<file path="config.mk">
export PLATFORM = sky130hd
export DESIGN_NAME = dispmem_i2c_slave
export DESIGN_NICKNAME = d
export VERILOG_FILES = /design/src/rtl/dispmem_pkg.sv /design/src/rtl/i2c_pin_sync.sv /design/src/rtl/cmd_ptr_reg.sv /design/src/rtl/i2c_target_fsm.sv /design/src/rtl/dispmem_i2c_slave.sv
export SDC_FILE = /design/constraint.sdc
export NUM_CORES = 1
export LEC_CHECK = 0
export ABC_CLOCK_PERIOD_IN_PS = 2500
export BUFFER_PORTS_ARGS = -buffer_cell sky130_fd_sc_hd__buf_2
export CAP_MARGIN = 0
export CORE_ASPECT_RATIO = 0.9
export CORE_MARGIN = 3
export CORE_UTILIZATION = 45
export DETAILED_ROUTE_END_ITERATION = 6
export PLACE_DENSITY = 0.67
export SLEW_MARGIN = 20
export SYNTH_ARGS = -nofsm -noshare
export SYNTH_HDL_FRONTEND = slang
export SYNTH_SLANG_ARGS = --single-unit
</file>
<file path="constraint.sdc">
create_clock -name clk -period 2.5 [get_ports clk]
set_clock_uncertainty 0.05 [all_clocks]
set_input_delay 0.25 -clock clk [delete_from_list [all_inputs] [get_ports clk]]
set_output_delay 0.25 -clock clk [all_outputs]
set_load 0.01 [all_outputs]
</file>
<file path="src/rtl/dispmem_pkg.sv">
package dispmem_pkg;

    typedef enum logic [3:0] {
        ST_IDLE,
        ST_ADDR,
        ST_ADDR_ACK,
        ST_CMD,
        ST_CMD_ACK,
        ST_WDATA,
        ST_WDATA_ACK,
        ST_RDATA,
        ST_RACK,
        ST_SKIP
    } bus_state_t;

    localparam int BYTE_W = 8;

endpackage

</file>
<file path="src/rtl/i2c_pin_sync.sv">
module i2c_pin_sync #(
    parameter int STAGES = 2
) (
    input  logic clk,
    input  logic rst_n,
    input  logic scl_in,
    input  logic sda_in,
    output logic sda_s,
    output logic scl_rise,
    output logic scl_fall,
    output logic start_det,
    output logic stop_det
);
    logic [STAGES-1:0] scl_pipe;
    logic [STAGES-1:0] sda_pipe;
    logic              scl_d;
    logic              sda_d;
    logic              scl_s;

    // Lines idle high, so every stage resets to 1.
    always_ff @(posedge clk or negedge rst_n) begin
        if (!rst_n) begin
            scl_pipe <= '1;
            sda_pipe <= '1;
            scl_d    <= 1'b1;
            sda_d    <= 1'b1;
        end else begin
            scl_pipe <= {scl_pipe[STAGES-2:0], scl_in};
            sda_pipe <= {sda_pipe[STAGES-2:0], sda_in};
            scl_d    <= scl_pipe[STAGES-1];
            sda_d    <= sda_pipe[STAGES-1];
        end
    end

    assign scl_s     = scl_pipe[STAGES-1];
    assign sda_s     = sda_pipe[STAGES-1];
    assign scl_rise  = scl_s & ~scl_d;
    assign scl_fall  = ~scl_s & scl_d;
    // SDA edges count as START or STOP only while SCL is high in both samples.
    assign start_det = scl_s & scl_d & sda_d & ~sda_s;
    assign stop_det  = scl_s & scl_d & ~sda_d & sda_s;

endmodule

</file>
<file path="src/rtl/cmd_ptr_reg.sv">
module cmd_ptr_reg #(
    parameter int ADDR_W    = 4,
    parameter int LAST_ADDR = 11
) (
    input  logic              clk,
    input  logic              rst_n,
    input  logic              cmd_load,
    input  logic [7:0]        cmd_byte,
    input  logic              ptr_inc,
    output logic              disp_off,
    output logic [1:0]        frame_sel,
    output logic              blink_sel,
    output logic [ADDR_W-1:0] ptr
);
    localparam logic [ADDR_W-1:0] LAST = LAST_ADDR[ADDR_W-1:0];

    logic [ADDR_W-1:0] ptr_field;
    logic [ADDR_W-1:0] ptr_load_val;
    logic [ADDR_W-1:0] ptr_step_val;

    assign ptr_field    = cmd_byte[ADDR_W-1:0];
    // An out-of-range pointer value is replaced by 0.
    assign ptr_load_val = (ptr_field > LAST) ? '0 : ptr_field;
    assign ptr_step_val = (ptr == LAST) ? '0 : ptr + 1'b1;

    always_ff @(posedge clk or negedge rst_n) begin
        if (!rst_n) begin
            disp_off  <= 1'b0;
            frame_sel <= 2'b00;
            blink_sel <= 1'b0;
            ptr       <= '0;
        end else if (cmd_load) begin
            disp_off  <= cmd_byte[7];
            frame_sel <= cmd_byte[6:5];
            blink_sel <= cmd_byte[4];
            ptr       <= ptr_load_val;
        end else if (ptr_inc) begin
            ptr       <= ptr_step_val;
        end
    end

endmodule

</file>
<file path="src/rtl/i2c_target_fsm.sv">
module i2c_target_fsm
    import dispmem_pkg::*;
#(
    parameter logic [6:0] DEV_ADDR = 7'b0111001,
    parameter int         ADDR_W   = 4
) (
    input  logic              clk,
    input  logic              rst_n,
    input  logic              sda_s,
    input  logic              scl_rise,
    input  logic              scl_fall,
    input  logic              start_det,
    input  logic              stop_det,
    input  logic [ADDR_W-1:0] ptr,
    input  logic [7:0]        mem_rdata,
    output logic              sda_oe,
    output logic              cmd_load,
    output logic [7:0]        cmd_byte,
    output logic              ptr_inc,
    output logic              mem_we,
    output logic [ADDR_W-1:0] mem_waddr,
    output logic [7:0]        mem_wdata
);
    bus_state_t  state_q;
    bus_state_t  state_d;
    logic [3:0]  bit_cnt;
    logic [7:0]  shreg;
    logic [6:0]  tx_q;
    logic        m_ack_q;
    logic        addr_match;
    logic        byte_end;

    assign addr_match = (shreg[7:1] == DEV_ADDR);
    assign byte_end   = scl_fall && (bit_cnt == 4'd8);
    assign cmd_byte   = shreg;

    // State register.
    always_ff @(posedge clk or negedge rst_n) begin
        if (!rst_n) state_q <= ST_IDLE;
        else        state_q <= state_d;
    end

    // Next-state logic.
    always_comb begin
        state_d = state_q;
        if (stop_det) begin
            state_d = ST_IDLE;
        end else if (start_det) begin
            state_d = ST_ADDR;
        end else begin
            unique case (state_q)
                ST_IDLE, ST_SKIP: state_d = state_q;
                ST_ADDR:      if (byte_end) state_d = addr_match ? ST_ADDR_ACK : ST_SKIP;
                ST_ADDR_ACK:  if (scl_fall) state_d = shreg[0] ? ST_RDATA : ST_CMD;
                ST_CMD:       if (byte_end) state_d = ST_CMD_ACK;
                ST_CMD_ACK:   if (scl_fall) state_d = ST_WDATA;
                ST_WDATA:     if (byte_end) state_d = ST_WDATA_ACK;
                ST_WDATA_ACK: if (scl_fall) state_d = ST_WDATA;
                ST_RDATA:     if (scl_fall && bit_cnt == 4'd7) state_d = ST_RACK;
                ST_RACK:      if (scl_fall) state_d = m_ack_q ? ST_RDATA : ST_SKIP;
                default:      state_d = ST_IDLE;
            endcase
        end
    end

    // Datapath and outputs.
    always_ff @(posedge clk or negedge rst_n) begin
        if (!rst_n) begin
            sda_oe    <= 1'b0;
            cmd_load  <= 1'b0;
            ptr_inc   <= 1'b0;
            mem_we    <= 1'b0;
            mem_waddr <= '0;
            mem_wdata <= '0;
            bit_cnt   <= '0;
            shreg     <= '0;
            tx_q      <= '0;
            m_ack_q   <= 1'b0;
        end else begin
            cmd_load <= 1'b0;
            ptr_inc  <= 1'b0;
            mem_we   <= 1'b0;
            if (stop_det || start_det) begin
                sda_oe  <= 1'b0;
                bit_cnt <= '0;
            end else begin
                unique case (state_q)
                    ST_ADDR, ST_CMD, ST_WDATA: begin
                        if (scl_rise) begin
                            shreg   <= {shreg[6:0], sda_s};
                            bit_cnt <= bit_cnt + 4'd1;
                        end
                        if (byte_end) begin
                            bit_cnt <= '0;
                            if (state_q == ST_ADDR) begin
                                sda_oe <= addr_match;
                            end else begin
                                sda_oe <= 1'b1;
                            end
                            if (state_q == ST_CMD) cmd_load <= 1'b1;
                            if (state_q == ST_WDATA) begin
                                mem_we    <= 1'b1;
                                mem_waddr <= ptr;
                                mem_wdata <= shreg;
                                ptr_inc   <= 1'b1;
                            end
                        end
                    end
                    ST_ADDR_ACK: begin
                        if (scl_fall) begin
                            bit_cnt <= '0;
                            if (shreg[0]) begin
                                tx_q   <= mem_rdata[6:0];
                                sda_oe <= ~mem_rdata[7];
                            end else begin
                                sda_oe <= 1'b0;
                            end
                        end
                    end
                    ST_CMD_ACK, ST_WDATA_ACK: begin
                        if (scl_fall) sda_oe <= 1'b0;
                    end
                    ST_RDATA: begin
                        if (scl_fall) begin
                            if (bit_cnt == 4'd7) begin
                                sda_oe  <= 1'b0;
                                ptr_inc <= 1'b1;
                            end else begin
                                bit_cnt <= bit_cnt + 4'd1;
                                sda_oe  <= ~tx_q[6];
                                tx_q    <= {tx_q[5:0], 1'b0};
                            end
                        end
                    end
                    ST_RACK: begin
                        if (scl_rise) m_ack_q <= ~sda_s;
                        if (scl_fall && m_ack_q) begin
                            bit_cnt <= '0;
                            tx_q    <= mem_rdata[6:0];
                            sda_oe  <= ~mem_rdata[7];
                        end
                    end
                    default: sda_oe <= 1'b0;
                endcase
            end
        end
    end

endmodule

</file>
<file path="src/rtl/dispmem_i2c_slave.sv">
module dispmem_i2c_slave #(
    parameter logic [6:0] DEV_ADDR    = 7'b0111001,
    parameter int         DEPTH       = 12,
    parameter int         ADDR_W      = 4,
    parameter int         SYNC_STAGES = 2
) (
    input  logic              clk,
    input  logic              rst_n,
    input  logic              scl_in,
    input  logic              sda_in,
    output logic              sda_oe,
    output logic              mem_we,
    output logic [ADDR_W-1:0] mem_waddr,
    output logic [7:0]        mem_wdata,
    output logic [ADDR_W-1:0] mem_raddr,
    input  logic [7:0]        mem_rdata,
    output logic              disp_off,
    output logic [1:0]        frame_sel,
    output logic              blink_sel
);
    localparam int LAST_ADDR = DEPTH - 1;

    logic       sda_s;
    logic       scl_rise;
    logic       scl_fall;
    logic       start_det;
    logic       stop_det;
    logic       cmd_load;
    logic [7:0] cmd_byte;
    logic       ptr_inc;

    i2c_pin_sync #(.STAGES(SYNC_STAGES)) u_sync (
        .clk       (clk),
        .rst_n     (rst_n),
        .scl_in    (scl_in),
        .sda_in    (sda_in),
        .sda_s     (sda_s),
        .scl_rise  (scl_rise),
        .scl_fall  (scl_fall),
        .start_det (start_det),
        .stop_det  (stop_det)
    );

    i2c_target_fsm #(.DEV_ADDR(DEV_ADDR), .ADDR_W(ADDR_W)) u_fsm (
        .clk       (clk),
        .rst_n     (rst_n),
        .sda_s     (sda_s),
        .scl_rise  (scl_rise),
        .scl_fall  (scl_fall),
        .start_det (start_det),
        .stop_det  (stop_det),
        .ptr       (mem_raddr),
        .mem_rdata (mem_rdata),
        .sda_oe    (sda_oe),
        .cmd_load  (cmd_load),
        .cmd_byte  (cmd_byte),
        .ptr_inc   (ptr_inc),
        .mem_we    (mem_we),
        .mem_waddr (mem_waddr),
        .mem_wdata (mem_wdata)
    );

    cmd_ptr_reg #(.ADDR_W(ADDR_W), .LAST_ADDR(LAST_ADDR)) u_cmd (
        .clk       (clk),
        .rst_n     (rst_n),
        .cmd_load  (cmd_load),
        .cmd_byte  (cmd_byte),
        .ptr_inc   (ptr_inc),
        .disp_off  (disp_off),
        .frame_sel (frame_sel),
        .blink_sel (blink_sel),
        .ptr       (mem_raddr)
    );

endmodule

</file>
==> summary by stage, run 1 <==
Run status
The flow ran to the end, and the final reports show no timing, DRC or antenna violations.

Route
The residual antenna-violating net count after detailed routing is 0. The total via count after detailed routing is 2088. In the final routed layout, each cell accounts on average for 14.8 um. After detailed routing, the number of remaining DRC violations is 0. The first detailed-routing pass ran for 4 iterations. In the routed layout, each cell is associated on average with a via count of 5.74. In this run, the number of DRC markers left after iteration 0 of detailed routing was 181. Wires add up to 5370 um.

Worst setup path
Traced cell by cell, the critical path runs through or3b_4, a21oi_1, o32ai_1, or2_1, a221o_1. Among cell families on the critical path, the largest total delay comes from simple AND/OR/NAND/NOR gates. The arrival time reported for the critical path endpoint is 2390 ps. The start-to-end type of the worst setup path is reg2reg. On the worst path, the slowest cell contributes a delay of 670 ps. In this run the worst path has a maximum fanout of 19. The number of buffers and inverters on the critical path is 0. The worst setup path is captured at a flip-flop. The critical path data required time is 2650 ps. The cell with the largest stage delay on the worst path is sky130_fd_sc_hd__dfrtp_1. The critical path launch point type is a flip-flop.

Floorplanning
The initialized floorplan defines 26 standard-cell rows. The area of the placeable core is 5760 um^2. The boundary pin count is 34. The floorplan die area is 7000 um^2.

Measured along the y axis, the die boundary spans 79.7 um. For this configuration, the core starts out at a cell density of 47.1%. The horizontal die dimension is 87.9 um.

Yosys
The main combinational cell family by area after synthesis is simple AND/OR/NAND/NOR gates. The predominant post-synthesis flop cell is sky130_fd_sc_hd__dfrtp_1. The leading area contributor after synthesis is sky130_fd_sc_hd__dfrtp_1. The number of flops mapped to enable cells by yosys is 0. The synthesized netlist devotes 16.6% of its cell area to simple gates. Synthesis produced a netlist whose cell count is 255. The cell area after synthesis is 2710 um^2.

In this run the mean area of a mapped cell was 10.6 um^2. Synthesis inferred 54 register bits. The mux share of post-synthesis cell area is 12.9%. Summing the areas of all compound-gate instances in the mapped netlist gives 15.3% of the synthesized area. When the netlist entered floorplanning its net count stood at 270. The synthesized netlist devotes 1.38% of its cell area to adder and majority cells.

In the post-synthesis netlist, the cell with the most instances is sky130_fd_sc_hd__dfrtp_1. Of the synthesized area, sequential elements account for 50.1%. The share of flip-flops with an asynchronous set or reset is 100%. Of the total synthesized cell area, the portion taken by XOR and XNOR cells is 0.323%. The number of distinct standard cells referenced by the synthesized netlist is 54. After synthesis, the most frequently instantiated cells are 48 x sky130_fd_sc_hd__dfrtp_1, 20 x sky130_fd_sc_hd__nand2_1, 16 x sky130_fd_sc_hd__mux2_2. The top cell type's share of synthesized area is 44.3%. Yosys attributes the largest share of cell area to sky130_fd_sc_hd__dfrtp_1 44%, sky130_fd_sc_hd__mux2_2 6.6%, sky130_fd_sc_hd__dfstp_2 5.8%. During synthesis, Yosys emitted a total of 0 warnings.

CTS
The later pin in the worst-skew pair is clocked with a latency of 310 ps. In this run the clock root is driven by a sky130_fd_sc_hd__clkbuf_8. The maximum number of buffers from clock root to sink is 2. Once the clock tree was built, the setup fixing pass inserted 0 buffers.

The number of clock buffers inserted by TritonCTS is 5. The number of H-tree branching levels is 2. The clock-pin slew reported for the worst setup and hold paths after clock tree synthesis is 100 ps. The total number of clock tree sinks is 54.

TritonCTS built the clock tree.

Placement
Timing analysis after detailed placement gives a worst setup slack of 299 ps. Buffers placed on the I/O ports in this run total 33. The instance area after placement is 2970 um^2. The post-detailed-placement half-perimeter wirelength is 3850 um. The congestion estimate from routability-driven global placement came to 0.852.

Layout
The number of nets in the finished design is 308. The repair_antennas step left the layout with diodes totalling 0. Of the cells placed in the final design, the portion with a size suffix greater than 1 is 26.5%.

From synthesis to final layout, the design area changed by 14.2%. With fillers left out, the area of the finished cells amounts to 3100 um^2.

Pwr
The power per cell area is 936 nW/um^2. The worst supply voltage drop on vdd is 0.357 mV. The sum of internal, switching and leakage power is 0.00290 W. The static leakage is 1.50 nW.

STA
The relative max-transition margin is 66.2%. The count of endpoints failing hold in the final timing report is 0. Setup repair after global routing left no endpoint under its margin. After layout, the minimum clock period comes to 2240 ps. The number of max-slew violations in the final report is 0. Setup total negative slack on the finished layout was measured at 0 ps. Derived from the worst setup path, the maximum achievable clock frequency is 446 MHz.

The worst-case setup margin in the final layout is 256 ps. The worst path uses 89.8% of the clock period. The setup violation total in the final timing report is 0. At the pin with the least slew margin, the transition time is 507 ps.

GRT
Across every metal layer, demand over resource in global routing totals 17.3%. The pin count of the biggest net entering global routing is 36. The first-pass GRT wire length is 9560 um.

The number of antenna violations at the first check in global routing came to 0. Summed over all layers, the global routing overflow is 0. The via count of the first global-routing pass is 1985.

Hold path
The path class of the tightest hold or removal check is in2reg.

Job
The number of max-cap violations is 0.
worst register-to-register path, stage by stage (launching register included):
cell and delay [ps]:
sky130_fd_sc_hd__dfrtp_1 670, sky130_fd_sc_hd__or3b_4 460, sky130_fd_sc_hd__a21oi_1 170, sky130_fd_sc_hd__o32ai_1 140
sky130_fd_sc_hd__or2_1 300, sky130_fd_sc_hd__a221o_1 350
per-layer routing:
metal | GRT usage [%] | up-vias | wire length, um
met1 | 25.6 | 1013 | 2620
met4 | 5.52 | 0 | 80
met5 | 0 | - | 0
met2 | 25.5 | 55 | 2410
met3 | 3.20 | 7 | 261
li1 | - | 1013 | -
final timing paths:
path | startpoint | to | slack (ps) | cells past startpoint
max in group asynchronous | rst_n | u_fsm.state_q[0]$_DFFE_PN0P_ | 1250 | 3
min reg2reg | u_sync.scl_pipe[0]$_DFF_PN1_ | u_sync.scl_pipe[1]$_DFF_PN1_ | 310 | 0
max reg2reg | u_fsm.state_q[3]$_DFFE_PN0P_ | u_fsm.bit_cnt[2]$_DFFE_PN0P_ | 260 | 5
min | mem_rdata[0] | u_fsm.tx_q[0]$_DFFE_PN0P_ | 130 | 3
min in group asynchronous | rst_n | u_fsm.tx_q[1]$_DFFE_PN0P_ | 360 | 2
max | u_fsm.state_q[3]$_DFFE_PN0P_ | u_fsm.bit_cnt[2]$_DFFE_PN0P_ | 260 | 5
registers in the layout, indices dropped and copies added, names as in the netlist, 2 cells and up:
name	count
u_fsm.bit_cnt	4
u_cmd.ptr	4
u_fsm.mem_waddr	4
u_fsm.tx_q	7
u_sync.scl_pipe	2
u_fsm.mem_wdata	8
u_cmd.frame_sel	2
u_sync.sda_pipe	2
u_fsm.cmd_byte	8
u_fsm.state_q	4
cells by family after synthesis:
family                   Yosys count
multiplexers                      32
AND/OR/NAND/NOR                   80
flip-flops                        54
XOR/XNOR                           1
buffers and inverters             22
adder cells (fa/ha/maj)            3
AO/OA/AOI/OAI                     63
report_power, final:
group	internal, W	switching [W]	leakage (nW)
Clock	0.000229	0.000290	0.0478
Combinational	0.000498	0.000565	0.764
Sequential	0.00107	0.000245	0.693
Total	0.00180	0.00110	1.50
layout make-up:
class,instances,area (um^2)
clock buffer,6,82.6
clock inverter,2,16.3
timing repair buffer,45,263
multi-input combinational,179,1260
inverter,8,30.0
sequential,54,1360
tap,70,87.6
fill,496,2660
layout by cell type (no fill, tap or decap), types with 3 or more instances in the layout:
cell | netlist | routed
sky130_fd_sc_hd__o211ai_1 | 3 | 3
sky130_fd_sc_hd__o21ai_1 | 8 | 8
sky130_fd_sc_hd__and3b_1 | 3 | 3
sky130_fd_sc_hd__nand3_1 | 7 | 7
sky130_fd_sc_hd__nand2b_1 | 6 | 6
sky130_fd_sc_hd__dfrtp_1 | 48 | 48
sky130_fd_sc_hd__nor2_1 | 10 | 10
sky130_fd_sc_hd__o31ai_1 | 4 | 4
sky130_fd_sc_hd__dfstp_2 | 6 | 6
sky130_fd_sc_hd__inv_1 | 8 | 8
sky130_fd_sc_hd__o21ai_0 | 10 | 10
sky130_fd_sc_hd__nor3b_1 | 4 | 4
sky130_fd_sc_hd__nand3b_1 | 3 | 3
sky130_fd_sc_hd__a21oi_1 | 14 | 14
sky130_fd_sc_hd__mux2_1 | 8 | 8
sky130_fd_sc_hd__nor2b_1 | 3 | 3
sky130_fd_sc_hd__buf_2 | 9 | 33
sky130_fd_sc_hd__ha_1 | 3 | 3
sky130_fd_sc_hd__mux2i_1 | 8 | 8
sky130_fd_sc_hd__clkbuf_8 | 0 | 6
sky130_fd_sc_hd__nor3_1 | 9 | 9
sky130_fd_sc_hd__a221o_1 | 3 | 3
sky130_fd_sc_hd__mux2_2 | 16 | 16
sky130_fd_sc_hd__dlygate4sd3_1 | 0 | 3
sky130_fd_sc_hd__buf_4 | 0 | 9
sky130_fd_sc_hd__nand2_1 | 20 | 20
metrics by stage:
stage	utilization (%)	hold WS (ps)	instances
CTS	53.8	116	364
detailed placement	51.6	170	353
floorplan	-	-95.6	255
finish	53.8	129	364
global route	53.8	141	364
global placement	51.6	161	353
what timing repair did:
| action | 4_1_cts | 5_1_grt |
|---|---|---|
| hold buffers | 3 | 0 |
| resized for setup | 0 | 0 |
| hold endpoints to repair | 15 | 0 |
No activity file was read; power rests on OpenSTA's default activity.
==> run 2, diff against run 1 <==
Settings changed: BUFFER_PORTS_ARGS -buffer_cell sky130_fd_sc_hd__buf_2 to not set, DONT_BUFFER_PORTS set to 1, PLACE_DENSITY 0.67 to 0.63.
==> summary by stage, run 2 (synthesis gave the netlist of run 1 again) <==
Route
The average routed wire per standard cell was 15.8 um (+7.3%). The detail-routed via count per cell is 5.71 (-0.53%). The residual antenna-violating net count after detailed routing is 0 (unchanged). The final routed wirelength across all metal layers is 5270 um (-1.9%). The number of DRC violations after detailed routing was 0 (unchanged). The total via count after detailed routing was 1900 (-9.0%). The number of iterations in the first detailed-routing pass was 4 (unchanged). The initial DRC count was 163 (-9.9%).

Layout
Compared with the post-synthesis result, the final layout area differs by 10.1%. In the layout the commonest cells are 48 x sky130_fd_sc_hd__dfrtp_1, 20 x sky130_fd_sc_hd__nand2_1, 16 x sky130_fd_sc_hd__mux2_2. The filler-free cell count of the finished design came to 333 (-8.5%).

The share of final-layout standard cells stronger than drive strength 1 is 17.5% (-9.0 points). The number of nets in the finished design is 277 (-10%). The count of antenna diodes in the layout is 0 (unchanged).

The library cell used most frequently in the layout, excluding fill and tap cells, is sky130_fd_sc_hd__dfrtp_1. The finished layout cell area is 2990 um^2 (-3.6%).

Worst setup path
The critical path buffer and inverter count is 0 (unchanged). The arrival time reported for the critical path endpoint is 2370 ps (-20 ps). The critical path launch point type is a flip-flop. The instance count on the critical path came to 5 (unchanged). The startpoint of the worst setup timing path is u_fsm.state_q[0]$_DFFE_PN0P_. The depth of the worst register-to-register path is 5 (unchanged). By startpoint and endpoint, the worst setup path is classified as reg2reg. The largest fanout on the critical path is 20 (+1). Broken down by cell family, the worst path's largest delay share belongs to simple AND/OR/NAND/NOR gates. The critical path data required time is 2660 ps (about the same).

The kind of end point of the critical path is a flip-flop. The cell with the largest stage delay on the worst path is sky130_fd_sc_hd__dfrtp_1. The largest incremental delay on the critical path came to 610 ps (-60 ps).

The startpoint of the lowest-slack register-to-register path is u_fsm.state_q[0]$_DFFE_PN0P_. The signal on the critical path passes through or3b_4, a21oi_1, o32ai_1, or2_1, a221o_1.

CTS
TritonCTS built the clock tree. The maximum number of buffers from clock root to sink was 2 (unchanged). The number of H-tree branching levels is 2 (unchanged). The clock-pin slew reported for the worst setup and hold paths after clock tree synthesis is 100 ps (about the same). The number of clock buffers inserted by TritonCTS is 5 (unchanged). The total number of clock tree sinks is 54 (unchanged).

The clock network latency to the later pin of the worst-skew pair is 320 ps (about the same). The root buffer cell is sky130_fd_sc_hd__clkbuf_8.

STA
The maximum operating frequency is 452 MHz (+1.4%). The relative max-transition margin is 60.3% (-5.9 points). The slew at the pin closest to its max-slew limit is 596 ps (+89.1 ps).

Setup repair after global routing left no endpoint under its margin. The final-layout setup total negative slack is 0 ps (unchanged). The setup violation total in the final timing report was 0 (unchanged). The number of max-slew violations in the final report was 0 (unchanged). The count of endpoints failing hold in the final timing report is 0 (unchanged).

The post-route fraction of the period consumed by the critical path is 88.5% (-1.3 points). The post-layout minimum cycle time is 2210 ps (-31.4 ps).

Job
The number of max-cap violations is 0 (unchanged).

Run status
The flow ran to the end, and the final reports show no timing, DRC or antenna violations.

Placement
The instance area after placement is 2810 um^2 (-5.6%). The number of placed cells counting well taps is 320 (-9.3%). The count of port buffers added during placement is 0 (-100%).

The routability congestion estimate from global placement is 0.823 (-3.3%). The post-detailed-placement half-perimeter wirelength was 3660 um (-4.8%).

Floorplanning
The horizontal die dimension is 87.9 um (unchanged). The boundary pin count was 34 (unchanged). The vertical die dimension was 79.7 um (unchanged).

The initial core utilization is 47.1% (unchanged). The floorplan die area is 7000 um^2 (unchanged). The number of placement rows came to 26 (unchanged). The area of the placeable core is 5760 um^2 (unchanged).

Pwr
The worst supply voltage drop on vdd is 0.330 mV (-7.7%). The fraction of power consumed by combinational cells came to 33.2% (-3.4 points). The total internal power is 0.00185 W (+2.7%). The power per cell area is 985 nW/um^2 (+5.3%). The total net switching power came to 0.00109 W (-0.43%). The sum of internal, switching and leakage power was 0.00295 W (+1.5%). The part of the power in the clock network came to 20.6% (+2.7 points). The static leakage was 1.37 nW (-9.1%). The switching share of power was 37.2% (-0.74 points). The sequential group share of total power is 46.2% (+0.7 points).

GRT
The via count of the first global-routing pass is 1843 (-7.2%). The overall routing resource usage is 16.6% (-0.68 points). The global route total overflow is 0 (unchanged). The first-pass GRT wire length is 9070 um (-5.2%). The pin count of the biggest net entering global routing is 55 (+53%). The number of antenna violations at the first check in global routing was 0 (unchanged).

Hold path
In this run the most critical hold path is launched from mem_rdata[5]. The number of instances on the worst hold path is 2 (-1). The worst hold path belongs to the class in2reg.
-- run 2: cell types whose count changed in the layout (fill, tap and decap cells not counted) --
cell	before	now
sky130_fd_sc_hd__clkinv_4	0	1
sky130_fd_sc_hd__bufinv_16	0	1
sky130_fd_sc_hd__buf_2	33	0
sky130_fd_sc_hd__buf_16	0	1
sky130_fd_sc_hd__clkbuf_8	6	5
sky130_fd_sc_hd__clkinvlp_4	1	0
sky130_fd_sc_hd__dlygate4sd3_1	3	4
-- run 2: timing repair --
action | 4_1_cts | 5_1_grt
setup endpoints to repair | 0 | 0
setup buffers | 0 | 0
hold buffers | 5 | 0
gates resized for setup | 0 | 0
endpoints found under the hold margin | 57 | 0
-- run 2: power groups by stage --
stage                     Combinational [W]  Clock, W  Sequential (W)
after CTS                          0.000975  0.000631         0.00136
after floorplan                    0.000851         0         0.00123
after global placement             0.000932         0         0.00137
after global routing                0.00112  0.000669         0.00141
final                              0.000978  0.000607         0.00136
after detailed placement           0.000941         0         0.00138
-- run 2: through the flow --
stage               util, %  worst slack [ps]  hold slack (ps)
floorplan                 -               565            -95.6
global placement       48.7               315            -94.4
detailed placement     48.7               300            -94.4
CTS                    51.9               303             60.0
global route           51.9               118             68.4
finish                 51.9               287             69.8
-- run 2: final timing paths --
check	slack [ps]	endpoint
worst min-delay path	70	u_fsm.tx_q[5]$_DFFE_PN0P_
min in group asynchronous	370	u_fsm.mem_waddr[3]$_DFFE_PN0P_
worst max-delay path	290	u_fsm.bit_cnt[3]$_DFFE_PN0P_
worst max register to register	290	u_fsm.bit_cnt[3]$_DFFE_PN0P_
max in group asynchronous	1700	u_sync.sda_pipe[0]$_DFF_PN1_
worst min register to register	300	u_sync.sda_pipe[1]$_DFF_PN1_
-- run 2: layout make-up --
| class | instances | area [um^2] |
|---|---|---|
| sequential | 54 | 1360 |
| clock inverter | 3 | 47.5 |
| fill | 499 | 2770 |
| inverter | 8 | 30.0 |
| multi-input combinational | 179 | 1260 |
| timing repair buffer | 14 | 135 |
| clock buffer | 5 | 68.8 |
| tap | 70 | 87.6 |
-- run 2: routing by layer --
metal	vias to the layer above	share of wire, %	global-route usage, %
met5	-	0	0
met4	0	0.95	4.29
met3	5	4.7	5.06
met2	39	45	25.2
met1	903	49	23.1
li1	953	-	-
